**config.mk**
```make
export PLATFORM = sky130hd
export DESIGN_NAME = fp_store_cvt
export DESIGN_NICKNAME = d
export VERILOG_FILES = /design/src/rtl/fp_store_cvt_pkg.sv /design/src/rtl/fp_store_cvt_classify.sv /design/src/rtl/fp_store_cvt_shifter.sv /design/src/rtl/fp_store_cvt.sv
export SDC_FILE = /design/constraint.sdc
export NUM_CORES = 1
export LEC_CHECK = 0
export ABC_CLOCK_PERIOD_IN_PS = 2900
export BUFFER_PORTS_ARGS = -buffer_cell sky130_fd_sc_hd__buf_2
export CAP_MARGIN = 20
export CORE_MARGIN = 8
export CORE_UTILIZATION = 56
export DETAILED_ROUTE_END_ITERATION = 10
export GPL_TIMING_DRIVEN = 0
export PLACE_DENSITY = 0.83
export RECOVER_POWER = 100
export SYNTH_ARGS = -nofsm -noshare
export SYNTH_HDL_FRONTEND = slang
export SYNTH_HIERARCHICAL = 1
export SYNTH_SLANG_ARGS = --single-unit
```
**constraint.sdc**
```tcl
create_clock -name clk -period 2.9 [get_ports clk]
set_input_delay 0.145 -clock clk [delete_from_list [all_inputs] [get_ports clk]]
set_output_delay 0.145 -clock clk [all_outputs]
set_load 0.1 [all_outputs]
```
**src/rtl/fp_store_cvt_pkg.sv**
```systemverilog
package fp_store_cvt_pkg;
    parameter int DEXP_W  = 11;
    parameter int DFRAC_W = 52;
    parameter int SEXP_W  = 8;
    parameter int SFRAC_W = 23;

    localparam int DW          = 1 + DEXP_W + DFRAC_W;
    localparam int SW          = 1 + SEXP_W + SFRAC_W;
    localparam int MANT_W      = SFRAC_W + 1;
    localparam int CNT_W       = $clog2(MANT_W + 1);
    localparam int DBIAS       = (2 ** (DEXP_W - 1)) - 1;
    localparam int SBIAS       = (2 ** (SEXP_W - 1)) - 1;
    localparam int BIAS_GAP    = DBIAS - SBIAS;
    localparam int DENORM_BASE = BIAS_GAP + 1;

    typedef enum logic [1:0] {
        ST_IDLE,
        ST_PASS,
        ST_SHR,
        ST_SHL
    } state_t;

    typedef enum logic [1:0] {
        PATH_FAST,
        PATH_SHR,
        PATH_SHL
    } path_t;
endpackage

```
**src/rtl/fp_store_cvt_classify.sv**
```systemverilog
module fp_store_cvt_classify
    import fp_store_cvt_pkg::*;
(
    input  logic [DW-1:0]     operand,
    input  logic              kind,
    output path_t             path,
    output logic [DW-1:0]     fast_res,
    output logic [MANT_W-1:0] mant_init,
    output logic [CNT_W-1:0]  shr_cnt
);
    logic               sign;
    logic [DEXP_W-1:0]  expo;
    logic [SFRAC_W-1:0] f_hi;
    logic [DEXP_W-1:0]  gap;
    logic [SEXP_W-1:0]  rebias;

    assign sign   = operand[DW-1];
    assign expo   = operand[DW-2 -: DEXP_W];
    assign f_hi   = operand[DFRAC_W-1 -: SFRAC_W];
    assign gap    = DEXP_W'(DENORM_BASE) - expo;
    assign rebias = expo[SEXP_W-1:0] - SEXP_W'(BIAS_GAP);

    always_comb begin
        path      = PATH_FAST;
        fast_res  = '0;
        mant_init = '0;
        shr_cnt   = '0;
        if (!kind) begin
            if (expo == '0) begin
                fast_res = {{(DW-SW){1'b0}}, sign, {SEXP_W{1'b0}}, f_hi};
            end else if (expo <= DEXP_W'(BIAS_GAP)) begin
                path      = PATH_SHR;
                mant_init = {1'b1, f_hi};
                shr_cnt   = (gap > DEXP_W'(SFRAC_W)) ? CNT_W'(SFRAC_W) : gap[CNT_W-1:0];
            end else begin
                fast_res = {{(DW-SW){1'b0}}, sign, rebias, f_hi};
            end
        end else begin
            if (expo == '0 && f_hi != '0) begin
                path      = PATH_SHL;
                mant_init = {1'b0, f_hi};
            end else if (expo == '0) begin
                fast_res = {sign, {(DW-1){1'b0}}};
            end else begin
                fast_res = operand;
            end
        end
    end
endmodule

```
**src/rtl/fp_store_cvt_shifter.sv**
```systemverilog
module fp_store_cvt_shifter
    import fp_store_cvt_pkg::*;
(
    input  logic               clk,
    input  logic               rst_n,
    input  logic               load,
    input  logic               shr,
    input  logic               shl,
    input  logic [MANT_W-1:0]  mant_in,
    input  logic [CNT_W-1:0]   cnt_in,
    input  logic               sign_in,
    output logic [CNT_W-1:0]   cnt_q,
    output logic               sign_q,
    output logic [SFRAC_W-1:0] mant_r,
    output logic [MANT_W-1:0]  mant_l,
    output logic [DEXP_W-1:0]  exp_dec,
    output logic [CNT_W-1:0]   steps_inc
);
    logic [MANT_W-1:0] mant_q;
    logic [DEXP_W-1:0] exp_q;
    logic [CNT_W-1:0]  steps_q;

    always_ff @(posedge clk) begin
        if (!rst_n) begin
            mant_q  <= '0;
            cnt_q   <= '0;
            exp_q   <= DEXP_W'(DENORM_BASE);
            steps_q <= '0;
            sign_q  <= 1'b0;
        end else if (load) begin
            mant_q  <= mant_in;
            cnt_q   <= cnt_in;
            exp_q   <= DEXP_W'(DENORM_BASE);
            steps_q <= '0;
            sign_q  <= sign_in;
        end else if (shr) begin
            mant_q  <= mant_q >> 1;
            cnt_q   <= cnt_q - CNT_W'(1);
            steps_q <= steps_inc;
        end else if (shl) begin
            mant_q  <= mant_l;
            exp_q   <= exp_dec;
            steps_q <= steps_inc;
        end
    end

    assign mant_r    = mant_q[MANT_W-1:1];
    assign mant_l    = mant_q << 1;
    assign exp_dec   = exp_q - DEXP_W'(1);
    assign steps_inc = steps_q + CNT_W'(1);
endmodule

```
**src/rtl/fp_store_cvt.sv**
```systemverilog
module fp_store_cvt
    import fp_store_cvt_pkg::*;
(
    input  logic             clk,
    input  logic             rst_n,
    input  logic             start,
    input  logic             kind,
    input  logic [DW-1:0]    operand,
    output logic             ready,
    output logic             busy,
    output logic             done,
    output logic [DW-1:0]    result,
    output logic [CNT_W-1:0] cycles
);
    state_t             state_q, state_d;
    path_t              path;
    logic [DW-1:0]      fast_res;
    logic [MANT_W-1:0]  mant_init;
    logic [CNT_W-1:0]   shr_cnt;
    logic [CNT_W-1:0]   cnt_q;
    logic               sign_q;
    logic [SFRAC_W-1:0] mant_r;
    logic [MANT_W-1:0]  mant_l;
    logic [DEXP_W-1:0]  exp_dec;
    logic [CNT_W-1:0]   steps_inc;
    logic               accept;
    logic               shr_last;
    logic               shl_last;

    assign busy     = (state_q != ST_IDLE);
    assign ready    = ~busy;
    assign accept   = start && (state_q == ST_IDLE);
    assign shr_last = (cnt_q == CNT_W'(1));
    assign shl_last = mant_l[MANT_W-1];

    fp_store_cvt_classify u_classify (
        .operand   (operand),
        .kind      (kind),
        .path      (path),
        .fast_res  (fast_res),
        .mant_init (mant_init),
        .shr_cnt   (shr_cnt)
    );

    fp_store_cvt_shifter u_shifter (
        .clk       (clk),
        .rst_n     (rst_n),
        .load      (accept),
        .shr       (state_q == ST_SHR),
        .shl       (state_q == ST_SHL),
        .mant_in   (mant_init),
        .cnt_in    (shr_cnt),
        .sign_in   (operand[DW-1]),
        .cnt_q     (cnt_q),
        .sign_q    (sign_q),
        .mant_r    (mant_r),
        .mant_l    (mant_l),
        .exp_dec   (exp_dec),
        .steps_inc (steps_inc)
    );

    always_comb begin
        state_d = state_q;
        unique case (state_q)
            ST_IDLE: begin
                if (accept) begin
                    unique case (path)
                        PATH_SHR: state_d = ST_SHR;
                        PATH_SHL: state_d = ST_SHL;
                        default:  state_d = ST_PASS;
                    endcase
                end
            end
            ST_PASS: state_d = ST_IDLE;
            ST_SHR:  if (shr_last) state_d = ST_IDLE;
            ST_SHL:  if (shl_last) state_d = ST_IDLE;
        endcase
    end

    always_ff @(posedge clk) begin
        if (!rst_n) state_q <= ST_IDLE;
        else        state_q <= state_d;
    end

    always_ff @(posedge clk) begin
        if (!rst_n) begin
            done   <= 1'b0;
            result <= '0;
            cycles <= '0;
        end else begin
            done <= 1'b0;
            unique case (state_q)
                ST_IDLE: begin
                    if (accept && path == PATH_FAST) result <= fast_res;
                end
                ST_PASS: begin
                    done   <= 1'b1;
                    cycles <= CNT_W'(1);
                end
                ST_SHR: begin
                    if (shr_last) begin
                        done   <= 1'b1;
                        result <= {{(DW-SW){1'b0}}, sign_q, {SEXP_W{1'b0}}, mant_r};
                        cycles <= steps_inc;
                    end
                end
                ST_SHL: begin
                    if (shl_last) begin
                        done   <= 1'b1;
                        result <= {sign_q, exp_dec, mant_l[SFRAC_W-1:0], {(DFRAC_W-SFRAC_W){1'b0}}};
                        cycles <= steps_inc;
                    end
                end
            endcase
        end
    end
endmodule

```
-- Word-level counts from Yosys, hierarchy flattened
Index checks and enable logic that the tools add are counted.
- memories kept: 0
- bits in read-only memories: 0
- output and inout port bits: 72
- word-level logic and storage cells: 86
- input port bits: 68
- bits in registers: 118
- bits in writable memories: 0
- bits in latches: 0
- bitwise logic cells: 3
- shift-type cells: 0
- div/mod/pow operators: 0
- equality and inequality tests: 10
- mux-type cells: 39
- reduce and logical (&&, ||, !) cells: 18
- multipliers: 0
- add/subtract/negate cells: 5
- order comparisons: 2
- operators with widths (operator ; count):
    two-way mux 64 bit ; 5
    one-hot mux 64 bit (3 select lines) ; 1
    two-way mux 24 bit ; 6
    two-way mux 32 bit ; 2
    two-way mux 63 bit ; 1
    two-way mux 5 bit ; 10
    two-way mux 23 bit ; 1
    nonzero test 23 bit ; 1
    one-hot mux 5 bit (3 select lines) ; 1
    two-way mux 2 bit ; 6
    greater-than comparator 11 x 5 -> 1 bit (second input constant) ; 1
    less-or-equal comparator 11 x 10 -> 1 bit (second input constant) ; 1
    zero test 11 bit ; 1
    subtractor 10 x 11 -> 11 bit (first input constant) ; 1
    subtractor 11 x 1 -> 11 bit (second input constant) ; 1
    nonzero test 3 bit ; 3
    one-hot mux 2 bit (4 select lines) ; 1
    subtractor 8 bit (second input constant) ; 1
    equality test 2 bit (second input constant) ; 3
    inequality test 2 bit (second input constant) ; 3
    AND reduction 3 bit ; 2
    nonzero test 2 bit ; 3
    adder 5 x 1 -> 5 bit (second input constant) ; 1
    equality test 5 x 1 -> 1 bit (second input constant) ; 1
    other kinds (12) ; 20

-- Logic depth before layout (Yosys ltp)
- word-level depth: 8
- depth in mapped cells: 15
- gate-level depth less buffers: 10

-- Modules after synthesis
The synthesis kept the hierarchy.
- modules (own cells, without submodules) (module ; cells an instance ; instances ; seq. area each (um2) ; area each (um2)):
    fp_store_cvt ; 359 ; 1 ; 1441.4 ; 3318.2
    fp_store_cvt_shifter ; 343 ; 1 ; 920.9 ; 2758.9
    fp_store_cvt_classify ; 171 ; 1 ; 0.0 ; 1168.6

-- Worst setup path before layout
OpenSTA, ideal clock, no wires.
- path kind: register to register
- start point: register state_q[1]
- end point: register u_shifter.cnt_q[0]
- required time: 2.785 ns
- data arrival time: 3.074 ns
- slack: -0.289 ns
- cell stages (with the launch flop): 8
- period minus slack after synthesis: 3.189 ns
- path buffers: 3
- cells stage by stage: dfxtp_1 clkbuf_1 nor2_1 and2_1 buf_1 buf_1 o21ai_0 and2_1
- cells in the longest elaborated chain, start to end: 3
- ends and longest elaborated chain (what ; line ; RTL):
    from (decl) ; fp_store_cvt.sv:15 ; state_t state_q, state_d;
    from (signal assigned) ; fp_store_cvt.sv:82 ; else state_q <= state_d;
    zero test 2 bit * ; fp_store_cvt.sv:32 ; assign accept = start && (state_q == ST_IDLE);
    logical AND 1 bit * ; fp_store_cvt.sv:32 ;
    named net accept ; fp_store_cvt.sv:26 ; logic accept;
    two-way mux 5 bit or nonzero test 2 bit (tied branches) ; n/a ;
    to (signal assigned) ; fp_store_cvt_shifter.sv:32 ; cnt_q <= cnt_in;
    to (signal assigned) ; fp_store_cvt_shifter.sv:38 ; cnt_q <= cnt_q - CNT_W'(1);
    to (decl) ; fp_store_cvt_shifter.sv:12 ; output logic [CNT_W-1:0] cnt_q,
The timed path passes the listed nets; every way through them passes the cells marked *.
A chain may end at the register's enable or synchronous reset.

-- Worst setup path in the final report
- start point: register state_q[0]
- end point: register u_shifter.steps_q[1]
- cells in the longest elaborated chain, start to end: 3
- ends and longest elaborated chain (what ; line ; RTL):
    zero test 2 bit ; fp_store_cvt.sv:32 ;
    logical AND 1 bit ; fp_store_cvt.sv:32 ;
    OR reduction 2 bit (no line) ; n/a ;
    to (signal assigned) ; fp_store_cvt_shifter.sv:39 ; steps_q <= steps_inc;
    to (signal assigned) ; fp_store_cvt_shifter.sv:43 ; steps_q <= steps_inc;
    to (decl) ; fp_store_cvt_shifter.sv:21 ; logic [CNT_W-1:0] steps_q;
Parallel ways exist; a longest one is shown, timed or not.

==> reports/metrics.yaml <==
hold_depth: 3
post-cts-setup-buffers: 0
antennaDiodeCount: 0
hpwl_um: 18600
initial_core_util: 0.574
coreArea_sq_mm: 0.0126
cts_tree: "built"
cts_buffers: 17
finalCritPeriodShare: 0.979
start_kind: "flop"
crit_buf_inv: 6
clk_root_buffer_cell: "clkbuf_16"
die_w_um: 130
fin_area_sq_mm: 0.00875
netlist.area_leader.share: 0.326
synth_seq_cells: 118
path_clk_slew_ns: 0.06
final_max_slew_viol_count: 0
status: "complete, no violations"
hold_viol: 0
grt_antenna_before_repair: 0
max_slew_margin: 0.204
layout_min_cycle_time_ns: 2.84
antenna_left: 0
crit_path_end_kind: "flop"
required_ns: 3.25
finalPower_uw: 5950
slowest_delay_ns: 0.47
place.gp.congestion: 0.981
grt_start_max_net_pins: 20
critPathKind: "reg2reg"
worst-r2r-setup-slack_ns: 0.06
irDropWorstVdd_uv: 472
viasPerCell: 6.34
fin_util: 0.693
slowest_stage: "clkbuf_1"
drc: 0
crit_family: "buffers and inverters"
fillCellCount: 1145
wire_per_inst_um: 20.6
synthFlopType: "dfxtp_1"
cellPowerDensity_mw_per_mm2: 680
synth.distinct_cells: 64
nNetsFinal: 1105
crit_fanout: 19
synthArstFlopShare: 0
dieArea_sq_mm: 0.0168
drt_iter0_markers: 1056
synth.most_common_cell: "dfxtp_1"
fin_cells: 1215
synthesis.nets: 948
avgSynthCellArea_sq_um: 8.30
htreeDepth: 4
path_cells: "buf_4 -> and2_1 -> buf_2 -> buf_2 -> clkbuf_2 -> buf_2 -> clkbuf_1 -> o21ai_0 -> a21oi_1"
yosysSeqAreaShare: 0.326
min_to: "u_shifter/sign_q$_SDFFE_PN0P_"
crit_path_frequent_cell: "buf_2"
rows: 41
grt_pass1_wl_um: 39100
clockBufferDepth: 2
placed_cells: 1184
area_growth_pct: 20.8
grt_pass1_vias: 7278
max_clock_freq_mhz: 352
yosys_warnings: 6
port_buffers: 139
finalSetupViolations: 0
cp_data_arrival_time_ns: 3.19
syn_inst: 873
ios: 140
ys_top_cells_by_count: "dfxtp_1 (118), nand3_1 (74), o211a_1 (59), a22oi_1 (56), clkbuf_1 (52)"
max_slew.worst_pin.slew_ns: 1.20
reg2reg_from: "state_q[0]$_SDFFE_PN0P_"
timing.max_cap.violations: 0
ff2ff_path_depth: 9
finalClockSkew_ns: 0.00808
routed_wl_um: 25100
rsz0062_at_grt: "no"
leakage_uw: 0.00396
layout_setup_ws_ns: 0.0600
grt_usage: 0.296
cts_sinks: 118
dp_slack_ns: -0.388
cp.depth: 9
clock_latency_ns: 0.42
post_dp_cell_area_sq_mm: 0.00816
r2r_end: "u_shifter/steps_q[1]$_SDFFE_PP0P_"
dr.pass1.iters: 6
die_y_um: 130
netlist_area_sq_mm: 0.00725
synth_edf_count: 0
hp-class: "in2reg"
synth_largest_area_cell: "dfxtp_1"
grt_overflow: 0
vias: 7707
yosys-top-cells-area: "dfxtp_1 (33%), o211a_1 (8.2%), a22oi_1 (5.8%)"
hold_path_startpoint: "operand[63]"
layout-drive-gt1-share: 0.174
## registers in the layout, summed over array words and instances (netlist names)
| register | flops |
|---|---|
| u_shifter/mant_q | 24 |
| u_shifter/steps_q | 5 |
| state_q | 2 |
| cycles | 5 |
| done | 1 |
| result | 64 |
| u_shifter/exp_q | 11 |
| u_shifter/sign_q | 1 |
| u_shifter/cnt_q | 5 |
## through the flow
step                hold slack (ns)  TNS [ns]
finish                       0.0560         0
global route                 0.0583         0
CTS                          0.0446         0
detailed placement            0.442    -23.77
global placement              0.436    -20.52
floorplan                     0.311         0
## where the power goes
group          total (uW)  switching (uW)  internal, uW
Combinational        1710            1290           418
Clock                2360             748          1610
Sequential           1880             114          1770
Total                5950            2150          3800
## kinds of logic (layout without fill, tap and decap cells)
family / Yosys count / count (layout) / synth area share
other: 1 / 1 / 0.000518
buffers and inverters: 149 / 319 / 0.0984
adder cells (fa/ha/maj): 7 / 7 / 0.0121
AO/OA/AOI/OAI: 303 / 303 / 0.322
flip-flops: 118 / 118 / 0.326
AND/OR/NAND/NOR: 270 / 270 / 0.210
XOR/XNOR: 21 / 21 / 0.0254
multiplexers: 4 / 4 / 0.00553
## layout make-up
cell class | instances | area [sq um] | share of cell area
flip-flops and latches | 118 | 2360 | 0.270
inverters | 33 | 124 | 0.0142
clock inverters | 8 | 168 | 0.0192
repair buffers | 140 | 611 | 0.0698
plain buffers | 114 | 601 | 0.0686
well taps | 172 | 215 | 0.0246
clock buffers | 24 | 492 | 0.0562
multi-input cells | 606 | 4180 | 0.478
## cells in the final DEF, fill, tap and decap left out, drive strengths merged, types with 11 or more instances in the layout
master  Yosys  layout
clkbuf     53     160
dfxtp     118     118
buf        63     118
nand3      75      75
o211a      59      59
a22oi      56      56
nand2      38      38
o21ai      37      37
a21oi      36      36
inv        33      33
a22o       32      32
nor2       27      27
a21boi     24      24
and3       22      22
nand2b     17      17
and2       17      17
xnor2      12      12
nand4      11      11
or3b       11      11
a221o      11      11
o41ai      11      11
## how the worst max path moves through the flow
stage | from | to | slack, ns
finish | state_q[0]$_SDFFE_PN0P_ | u_shifter/steps_q[1]$_SDFFE_PP0P_ | 0.06
global route | operand[53] | result[56]$_SDFFE_PN0P_ | 0.01
CTS | operand[55] | result[8]$_SDFFE_PN0P_ | 0.04
detailed placement | operand[53] | result[43]$_SDFFE_PN0P_ | -0.39
global placement | operand[53] | result[37]$_SDFFE_PN0P_ | -0.33
floorplan | state_q[1]$_SDFFE_PN0P_ | u_shifter/cnt_q[0]$_SDFFE_PN0P_ | 0.22
## worst reg2reg max path, cell delays in order (launching register included)
cell and delay (ns):
dfxtp_1 0.30, buf_4 0.16, and2_1 0.14, buf_2 0.26, buf_2 0.40, clkbuf_2 0.36, buf_2 0.35, clkbuf_1 0.47
o21ai_0 0.17, a21oi_1 0.17
## per-layer routing
metal  up-vias  part of all wire  track usage
li1       3575                 -            -
met1      3610              0.43        0.398
met2       473              0.43        0.445
met3        49              0.12       0.0808
met4         0             0.020        0.102
met5         -                 0            0
## repair_timing
action / CTS / global route
pin swaps: 0 / 2
hold buffers: 0 / 0
resized for setup: 2 / 16
endpoints found under the setup margin: 25 / 64
No activity file was read; power rests on OpenSTA's default activity.
